[config.mk]
export PLATFORM = sky130hd
export DESIGN_NAME = mhz_text_fmt
export DESIGN_NICKNAME = d
export VERILOG_FILES = /design/src/rtl/mhz_fmt_pkg.sv /design/src/rtl/mhz_div10_seq.sv /design/src/rtl/mhz_digit_buf.sv /design/src/rtl/mhz_text_fmt.sv
export SDC_FILE = /design/constraint.sdc
export NUM_CORES = 1
export LEC_CHECK = 0
export BUFFER_PORTS_ARGS = -buffer_cell sky130_fd_sc_hd__buf_2
export CAP_MARGIN = 20
export CORE_AREA = 2 2 153 185
export DETAILED_ROUTE_END_ITERATION = 16
export DIE_AREA = 0 0 155 187
export PLACE_DENSITY = 0.52
export REMOVE_ABC_BUFFERS = 1
export SYNTH_ARGS = -nofsm -noshare
export SYNTH_HDL_FRONTEND = slang
export SYNTH_SLANG_ARGS = --single-unit
[constraint.sdc]
create_clock -name clk -period 11.35 [get_ports clk]
set_clock_uncertainty 0.2 [all_clocks]
set_input_delay 0.5675 -clock clk [delete_from_list [all_inputs] [get_ports clk]]
set_output_delay 0.5675 -clock clk [all_outputs]
set_load 0.005 [all_outputs]
[src/rtl/mhz_fmt_pkg.sv]
package mhz_fmt_pkg;

  typedef enum logic [2:0] {
    ST_IDLE,
    ST_GO,
    ST_WAIT,
    ST_DIG,
    ST_DOT,
    ST_SFX
  } fmt_state_e;

  localparam int unsigned SFX_LEN = 5;

  function automatic logic [7:0] sfx_char(input logic [2:0] k);
    case (k)
      3'd0:    sfx_char = 8'h20;
      3'd1:    sfx_char = 8'h4D;
      3'd2:    sfx_char = 8'h68;
      3'd3:    sfx_char = 8'h7A;
      default: sfx_char = 8'h0D;
    endcase
  endfunction

endpackage

[src/rtl/mhz_div10_seq.sv]
module mhz_div10_seq #(
  parameter int W = 32
) (
  input  logic         clk,
  input  logic         rst_n,
  input  logic         go,
  input  logic [W-1:0] dvd,
  output logic         done,
  output logic [W-1:0] quot,
  output logic [3:0]   rem
);
  localparam int CW = $clog2(W);

  logic [W-1:0]  sh_q, sh_n, quo_q, quo_n;
  logic [3:0]    rem_q, rem_n;
  logic [CW-1:0] cnt_q, cnt_n;
  logic          run_q, run_n, done_q, done_n;
  logic [4:0]    trial;
  logic          ge;

  assign trial = {rem_q, sh_q[W-1]};
  assign ge    = (trial >= 5'd10);

  always_comb begin
    sh_n   = sh_q;
    quo_n  = quo_q;
    rem_n  = rem_q;
    cnt_n  = cnt_q;
    run_n  = run_q;
    done_n = 1'b0;
    if (go) begin
      sh_n  = dvd;
      quo_n = '0;
      rem_n = '0;
      cnt_n = '0;
      run_n = 1'b1;
    end else if (run_q) begin
      rem_n = ge ? 4'(trial - 5'd10) : trial[3:0];
      quo_n = {quo_q[W-2:0], ge};
      sh_n  = {sh_q[W-2:0], 1'b0};
      cnt_n = cnt_q + 1'b1;
      if (cnt_q == CW'(W - 1)) begin
        run_n  = 1'b0;
        done_n = 1'b1;
      end
    end
  end

  always_ff @(posedge clk or negedge rst_n) begin
    if (!rst_n) begin
      sh_q   <= '0;
      quo_q  <= '0;
      rem_q  <= '0;
      cnt_q  <= '0;
      run_q  <= 1'b0;
      done_q <= 1'b0;
    end else begin
      sh_q   <= sh_n;
      quo_q  <= quo_n;
      rem_q  <= rem_n;
      cnt_q  <= cnt_n;
      run_q  <= run_n;
      done_q <= done_n;
    end
  end

  assign done = done_q;
  assign quot = quo_q;
  assign rem  = rem_q;

  // the partial remainder never leaves the decimal digit range
  a_r1_rem_range: assert property (@(posedge clk) disable iff (!rst_n)
    run_q |-> (rem_q < 4'd10));

  // done is a single-cycle pulse
  a_r1_done_pulse: assert property (@(posedge clk) disable iff (!rst_n)
    done_q |=> !done_q);

endmodule

[src/rtl/mhz_digit_buf.sv]
module mhz_digit_buf #(
  parameter int DEPTH = 10,
  parameter int AW    = 4
) (
  input  logic          clk,
  input  logic          rst_n,
  input  logic          wr_en,
  input  logic [AW-1:0] wr_addr,
  input  logic [3:0]    wr_dig,
  input  logic [AW-1:0] rd_addr,
  output logic [7:0]    rd_char
);
  logic [3:0] cell_q [DEPTH];

  for (genvar i = 0; i < DEPTH; i++) begin : g_cell
    logic cell_en;
    assign cell_en = wr_en && (wr_addr == AW'(i));
    always_ff @(posedge clk or negedge rst_n) begin
      if (!rst_n)       cell_q[i] <= '0;
      else if (cell_en) cell_q[i] <= wr_dig;
    end
  end

  always_comb begin
    rd_char = 8'h30;
    for (int i = 0; i < DEPTH; i++) begin
      if (rd_addr == AW'(i)) rd_char = 8'h30 + {4'h0, cell_q[i]};
    end
  end

  // only digit values are written
  a_r1_wr_digit: assert property (@(posedge clk) disable iff (!rst_n)
    wr_en |-> (wr_dig < 4'd10) && (int'(wr_addr) < DEPTH));

endmodule

[src/rtl/mhz_text_fmt.sv]
module mhz_text_fmt #(
  parameter int CNT_W      = 32,
  parameter int MAX_DIGITS = 10,
  parameter int POINT_POS  = 6
) (
  input  logic             clk,
  input  logic             rst_n,
  input  logic             start_i,
  input  logic [CNT_W-1:0] count_i,
  output logic             busy_o,
  output logic             out_valid_o,
  output logic [7:0]       out_data_o,
  input  logic             out_ready_i
);
  import mhz_fmt_pkg::*;

  localparam int NW = $clog2(MAX_DIGITS + 1);

  // reset: asserted asynchronously, released on a clock edge
  logic rs_a_q, rs_b_q;
  always_ff @(posedge clk or negedge rst_n) begin
    if (!rst_n) begin
      rs_a_q <= 1'b0;
      rs_b_q <= 1'b0;
    end else begin
      rs_a_q <= 1'b1;
      rs_b_q <= rs_a_q;
    end
  end
  logic arst_n;
  assign arst_n = rs_b_q;

  fmt_state_e       st_q, st_n;
  logic [CNT_W-1:0] work_q, work_n;
  logic [NW-1:0]    ndig_q, ndig_n, idx_q, idx_n;
  logic [2:0]       sidx_q, sidx_n;

  logic             div_go, div_done;
  logic [CNT_W-1:0] div_quot;
  logic [3:0]       div_rem;
  logic             buf_we;
  logic [7:0]       dig_char;
  logic             xfer;

  mhz_div10_seq #(.W(CNT_W)) i_div (
    .clk  (clk),
    .rst_n(arst_n),
    .go   (div_go),
    .dvd  (work_q),
    .done (div_done),
    .quot (div_quot),
    .rem  (div_rem)
  );

  mhz_digit_buf #(.DEPTH(MAX_DIGITS), .AW(NW)) i_buf (
    .clk    (clk),
    .rst_n  (arst_n),
    .wr_en  (buf_we),
    .wr_addr(ndig_q),
    .wr_dig (div_rem),
    .rd_addr(idx_q),
    .rd_char(dig_char)
  );

  assign div_go      = (st_q == ST_GO);
  assign buf_we      = (st_q == ST_WAIT) && div_done;
  assign out_valid_o = (st_q == ST_DIG) || (st_q == ST_DOT) || (st_q == ST_SFX);
  assign busy_o      = (st_q != ST_IDLE);
  assign xfer        = out_valid_o && out_ready_i;

  always_comb begin
    case (st_q)
      ST_DIG:  out_data_o = dig_char;
      ST_DOT:  out_data_o = 8'h2E;
      ST_SFX:  out_data_o = sfx_char(sidx_q);
      default: out_data_o = 8'h00;
    endcase
  end

  always_comb begin
    st_n   = st_q;
    work_n = work_q;
    ndig_n = ndig_q;
    idx_n  = idx_q;
    sidx_n = sidx_q;
    case (st_q)
      ST_IDLE: if (start_i) begin
        work_n = count_i;
        ndig_n = '0;
        st_n   = ST_GO;
      end
      ST_GO: st_n = ST_WAIT;
      ST_WAIT: if (div_done) begin
        work_n = div_quot;
        ndig_n = ndig_q + 1'b1;
        if (div_quot == '0) begin
          idx_n = ndig_q;
          st_n  = ST_DIG;
        end else begin
          st_n = ST_GO;
        end
      end
      ST_DIG: if (xfer) begin
        if (idx_q == NW'(POINT_POS)) begin
          st_n = ST_DOT;
        end else if (idx_q == '0) begin
          sidx_n = '0;
          st_n   = ST_SFX;
        end else begin
          idx_n = idx_q - 1'b1;
        end
      end
      ST_DOT: if (xfer) begin
        idx_n = idx_q - 1'b1;
        st_n  = ST_DIG;
      end
      ST_SFX: if (xfer) begin
        if (sidx_q == 3'(SFX_LEN - 1)) st_n = ST_IDLE;
        else                           sidx_n = sidx_q + 1'b1;
      end
      default: st_n = ST_IDLE;
    endcase
  end

  always_ff @(posedge clk or negedge arst_n) begin
    if (!arst_n) begin
      st_q   <= ST_IDLE;
      work_q <= '0;
      ndig_q <= '0;
      idx_q  <= '0;
      sidx_q <= '0;
    end else begin
      st_q   <= st_n;
      work_q <= work_n;
      ndig_q <= ndig_n;
      idx_q  <= idx_n;
      sidx_q <= sidx_n;
    end
  end

  // each divider result reconstructs the value it was given
  a_r1_div_exact: assert property (@(posedge clk) disable iff (!arst_n)
    (st_q == ST_WAIT && div_done) |->
      ({4'h0, div_quot} * 36'd10 + {32'h0, div_rem} == {4'h0, work_q}));

  // the digit count never exceeds the buffer depth
  a_r1_depth: assert property (@(posedge clk) disable iff (!arst_n)
    int'(ndig_q) <= MAX_DIGITS);

  // only stored digits are read out
  a_r2_idx_in_range: assert property (@(posedge clk) disable iff (!arst_n)
    (st_q == ST_DIG) |-> (idx_q < ndig_q));

  // a point appears only for numbers that reach the millions digit
  a_r4_point_len: assert property (@(posedge clk) disable iff (!arst_n)
    (out_valid_o && out_data_o == 8'h2E) |-> (int'(ndig_q) > POINT_POS));

  // a stalled byte is held
  a_r6_hold: assert property (@(posedge clk) disable iff (!arst_n)
    (out_valid_o && !out_ready_i) |=> (out_valid_o && $stable(out_data_o)));

  // busy ends only on acceptance of the carriage return
  a_r7_busy_end: assert property (@(posedge clk) disable iff (!arst_n)
    $fell(busy_o) |-> $past(xfer && out_data_o == 8'h0D));

endmodule

=== Word level (Yosys, flattened, before mapping) ===
Cells that the tools add are included.

* Flip-flop bits (word level): 163
* Latch bits: 0
* Memory bits (writable): 0
* ROM bits: 0
* Input port bits: 36
* Output and inout port bits: 10
* Logic and storage cells: 163
* Memories kept: 0

* Add/sub/neg operators: 15
* $mul: 0
* Div/mod/pow operators: 0
* Order comparisons: 1
* Eq/ne operators: 40
* Shift operators: 0
* Multiplexer cells: 56
* Bitwise logic cells: 0
* Reduce and logical (&&, ||, !) cells: 28

{| class="wikitable"
|+ Operator list
! operator !! count
|-
| 32-bit 2-to-1 mux || 6
|-
| 8-bit 2-to-1 mux || 10
|-
| 6-bit by 4-bit adder with 7-bit output, first input constant || 10
|-
| 32-bit case mux with 2 select lines || 1
|-
| 4-bit 2-to-1 mux || 11
|-
| 3-bit 2-to-1 mux || 13
|-
| 4-bit by 3-bit == test with 1-bit output, second input constant || 8
|-
| 32-bit zero test || 1
|-
| 7-bit case mux with 4 select lines || 1
|-
| 8-bit case mux with 3 select lines || 1
|-
| 3-bit case mux with 6 select lines || 1
|-
| 4-bit by 2-bit == test with 1-bit output, second input constant || 4
|-
| 4-bit == test, second input constant || 4
|-
| 2-bit != test, second input constant || 7
|-
| 7-bit AND reduction || 2
|-
| 3-bit by 2-bit == test with 1-bit output, second input constant || 4
|-
| 1-bit logical AND || 12
|-
| 4-bit case mux with 3 select lines || 1
|-
| 5-bit 2-to-1 mux || 2
|-
| 3-bit == test, second input constant || 3
|-
| 4-bit by 1-bit == test with 1-bit output, second input constant || 2
|-
| 4-bit zero test || 2
|-
| 2-bit by 1-bit != test with 1-bit output, second input constant || 4
|-
| 4-bit case mux with 2 select lines || 1
|-
| other kinds (18) || 29
|}

=== Logic depth before layout (Yosys ltp) ===
* Depth in word-level cells: 12
* Mapped depth: 9
* Depth with buffers taken out: 7

=== Cells and area by module ===
From an unflattened synthesis, not the netlist that was laid out.

* Cell total of the unflattened synthesis: 762
* Area, all modules: 8189.1 um^2

{| class="wikitable"
|+ By module, submodules not included
! module !! times used !! cells each !! area an instance (um^2) !! seq. area each (um^2)
|-
| mhz_div10_seq || 1 || 296 || 3318.2 || 1876.8
|-
| mhz_text_fmt || 1 || 293 || 2725.1 || 1201.2
|-
| mhz_digit_buf || 1 || 173 || 2145.8 || 1001.0
|}

=== Worst setup path before layout ===
No wires, ideal clock.

* Path kind: register -> output
* From: register idx_q[0]
* To: output out_data_o[0]
* Data arrival time: 1950 ps
* Data required time: 10583 ps
* Path slack: 8633 ps
* Stages on the path, launching flop included: 9
* Path buffers: 2
* Cell sequence: dfrtp_1 > ha_1 > clkbuf_1 > nor2b_1 > clkbuf_1 > a221oi_1 > o41ai_1 > a221oi_1 > o32ai_1

* Longest elaborated chain between the ends: 12
* Elaborated cells on any way between the ends: 21
* Classes of those cells: eq/ne (9); mux (11); reduce/logical (1)

{| class="wikitable"
|+ Ends and longest elaborated chain
! item !! RTL line !! source
|-
| start: declaration || mhz_text_fmt.sv:35 || <nowiki>logic [NW-1:0] ndig_q, ndig_n, idx_q, idx_n;</nowiki>
|-
| start signal: assignment || mhz_text_fmt.sv:136 || <nowiki>idx_q <= idx_n;</nowiki>
|-
| 4-bit zero test || mhz_digit_buf.sv:27 || <nowiki>if (rd_addr == AW'(i)) rd_char = 8'h30 + {4'h0, cell_q[i]};</nowiki>
|-
| 8-bit 2-to-1 mux (9 in series) || mhz_digit_buf.sv:27 ||
|-
| 8-bit 2-to-1 mux (*) || mhz_digit_buf.sv:27 ||
|-
| 8-bit case mux with 3 select lines (*) || mhz_text_fmt.sv:72 || <nowiki>case (st_q)</nowiki>
|-
| end: declaration || mhz_text_fmt.sv:12 || <nowiki>output logic [7:0] out_data_o,</nowiki>
|}

Every way passes the cells marked *; elsewhere a longest branch is shown, timed or not.

=== Worst setup path after layout ===
Same ends and word-level chain as after synthesis.

==> metrics.md <==
| Metric | Value |
|---|---|
| Status | completed |
| Post-synth top area share | between 50% and 60% |
| Initial antenna violation count | 0 |
| Slew at the pin with the worst max-slew slack | 1100 ps |
| Internal | 1.29 mW |
| Most frequent cells in the layout | dfrtp_1, mux2i_1, nand2_1 |
| Antenna Nets Post-Route | 0 |
| Asr flop ratio synth | 100% |
| Top-Level Pins | 46 |
| Final hold vios | 0 |
| CTS tree | built |
| Core Footprint | 27400 um2 |
| Clk pwr share | 27.1% |
| PwrDens | 232 nW/um2 |
| Synth Flop Type | dfrtp_1 |
| Final wirelength | 18900 um |
| Critical Path Max Stage Delay | roughly 470 ps |
| HPWL Detailed | roughly 12000 um |
| RePlAce Congestion | 0.891 |
| #FFs+latches synth | 163 |
| Initial Util | 29.2% |
| Mapped Area | 8020 um2 |
| Grt total ovfl | 0 |
| Max Cap Viol | 0 |
| Final setup viols | 0 |
| Port Buffers | 44 |
| Slowest cell on crit path | dfrtp_1 |
| Nets@finish | 838 |
| Global Route Usage Sum | between 10 and 15% |
| Via count | 5622 |
| Layout area overhead | 14.1% |
| Worst r2r dst | i_buf.cell_q[32]$_DFFE_PN0P_ |
| Period utilization | between 30% and 40% |
| Setup ws final | 7630 ps |
| Yosys warning total | 0 |
| Cell mode on critical path | a221oi_1 |
| Post-Syn Area per Cell | 10.5 um2 |
| CP Capture Type | primary output |
| Worst reg-to-reg path cell count | 6 |
| Max VDD drop | between 0.00009 and 0.0001 V |
| DRT iter0 DRCs | 371 |
| RSZ-0062 raised after global routing | no |
| Routed wire per std cell | 16.6 um |
| Sw frac | approximately two fifths |
| Site Rows | 67 |
| Critical path type | reg -> out |
| RR Startpoint | st_q[1]$_DFFE_PN0P_ |
| Vias/cell | 4.91 |
| H-Tree Level Count | 4 |
| Post-cts sizing count | 0 |
| Clk root buf | clkbuf_16 |
| Comb pwr share | around a third |
| Commonest non-fill, non-tap cell in the layout | dfrtp_1 |
| Arrival time worst endpoint | between 2000 and 3000 ps |
| N_diodes | 0 |
| CP startpoint kind | register |
| Mapped Cells | 766 |
| Initial DRT Pass Iterations | 4 |
| Post-synth EDFFs | 0 |
| Slew Limit Fails | 0 |
| Vias in the first global route | 5675 |
| CTS Buf Count | 17 |
| CP max FO | 11 |
| Min Tclk post-route | between 3000 and 4000 ps |
| Dpl ws | 8110 ps |
| Sequential area share after synthesis | 50.9% |
| Chip width | between 150 and 200 um |
| TNS Setup | 0 ps |
| Yosys cell types | 56 |
| Crit-path cells | inv_1 -> ha_1 -> nor2b_1 -> a221oi_1 -> o41ai_1 -> a221oi_1 -> o32ai_1 -> buf_2 |
| Global-route wire length before repair | around 31000 um |
| Synth area leaders | dfrtp_1, mux2i_1, mux2_2, o21ai_0, nand2_1 |
| Clk_lat worst skew | about 440 ps |
| Sequential Power Share | 41.1% |
| Largest net degree at the start of global routing | about 110 |
| Register-to-register setup slack | approximately 8400 ps |
| Remaining DRCs | 0 |
| TritonCTS Sinks | 163 |
| Die ar. | approximately 29000 um2 |
| Slew HR | 26.8% |
| Delay-heaviest family, CP | compound AO/OA/AOI/OAI gates |
| Clock Tree Buf Depth | 2 |
| Worst path buffer plus inverter count | 2 |
| Switch Pwr | roughly 0.83 mW |
| Share of layout cells above drive strength 1 | approximately 17% |
| Die Ht | 187 um |
| Clock slew at reported path FFs | 80 ps |
| Fmax achieved | about 270 MHz |
| HP Class | reg -> async |
| Critical path required time | between 10000 and 15000 ps |
| Leakage power | 4.61 nW |
| Area leader, netlist | dfrtp_1 |
[area by class of cell]
cell class | instances | area, um2
clock buffer | 17 | 425
clock inverter | 15 | 164
fill | 2801 | 18300
inverter | 21 | 78.8
multi-input combinational | 531 | 3650
sequential | 163 | 4090
tap | 345 | 432
timing repair buffer | 52 | 308
[layer usage]
| layer | track usage [%] | vias to the layer above | share of wire (%) |
|---|---|---|---|
| li1 | - | 2750 | - |
| met1 | 18.4 | 2756 | 49 |
| met2 | 21.6 | 85 | 47 |
| met3 | 2.25 | 31 | 2.4 |
| met4 | 4.84 | 0 | 2.2 |
| met5 | 0 | - | 0 |
[how the worst max path moves through the flow]
stage | depth (start not counted) | startpoint | end
after floorplan | 3 | st_q[0]$_DFFE_PN0P_ | i_div.sh_q[0]$_DFFE_PN0P_
after global placement | 8 | idx_q[0]$_DFFE_PN0P_ | out_data_o[0]
after detailed placement | 8 | idx_q[0]$_DFFE_PN0P_ | out_data_o[0]
after CTS | 8 | idx_q[0]$_DFFE_PN0P_ | out_data_o[0]
after global routing | 8 | idx_q[0]$_DFFE_PN0P_ | out_data_o[1]
final | 8 | idx_q[0]$_DFFE_PN0P_ | out_data_o[0]
[state kept, by name (all words and copies together) (netlist names)]
name,cells
rs_a_q,1
i_div.rem,4
i_buf.cell_q,40
i_div.run_q,1
st_q,3
arst_n,1
i_div.sh_q,32
i_div.cnt_q,5
work_q,32
sidx_q,3
idx_q,4
ndig_q,4
i_div.quot,32
i_div.done,1
[cells in the mapped netlist (all sizes together), types with 4 or more instances]
cell / instances
dfrtp: 163
mux2i: 100
nand2: 91
o21ai: 79
nor2: 60
mux2: 41
clkbuf: 32
inv: 21
a21oi: 19
buf: 19
ha: 16
nand3: 10
nor4: 10
a221oi: 9
nor2b: 8
a22oi: 7
a211oi: 6
nor3: 6
o31ai: 5
a21o: 4
and2: 4
and3: 4
nand3b: 4
nand4: 4
o32ai: 4
xor2: 4
[logic make-up after synthesis]
group | Yosys count | share of synthesized area, %
AND/OR/NAND/NOR | 210 | 11.8
flip-flops | 163 | 50.9
AO/OA/AOI/OAI | 156 | 12.1
multiplexers | 141 | 18.2
buffers and inverters | 72 | 3.70
adder cells (fa/ha/maj) | 16 | 2.50
XOR/XNOR | 6 | 0.655
other | 2 | 0.0937
[power by group through the flow]
stage / logic, mW / registers (mW) / clock network (mW)
5_1_grt: 0.770 / 0.898 / 0.609
4_1_cts: 0.682 / 0.877 / 0.588
6_report: 0.676 / 0.871 / 0.574
3_3_place_gp: 0.674 / 0.882 / 0
2_1_floorplan: 0.505 / 0.836 / 0
3_5_place_dp: 0.679 / 0.887 / 0
[per-stage QoR]
step / instance area [um2] / hold slack (ps) / util [%] / cells / power, mW
floorplan: 7800 / 71.9 / - / 715 / 1.34
global placement: 8510 / 139 / 31.0 / 1109 / 1.56
detailed placement: 8510 / 140 / 31.0 / 1109 / 1.57
CTS: 9110 / 141 / 33.2 / 1142 / 2.15
global route: 9150 / 164 / 33.4 / 1144 / 2.28
finish: 9150 / 123 / 33.4 / 1144 / 2.12
[timing repair]
item | CTS | global route
hold buffers | 1 | 0
hold endpoints to repair | 2 | 0
setup buffers | 0 | 0
Note: power is estimated with default switching activity, not from simulation.
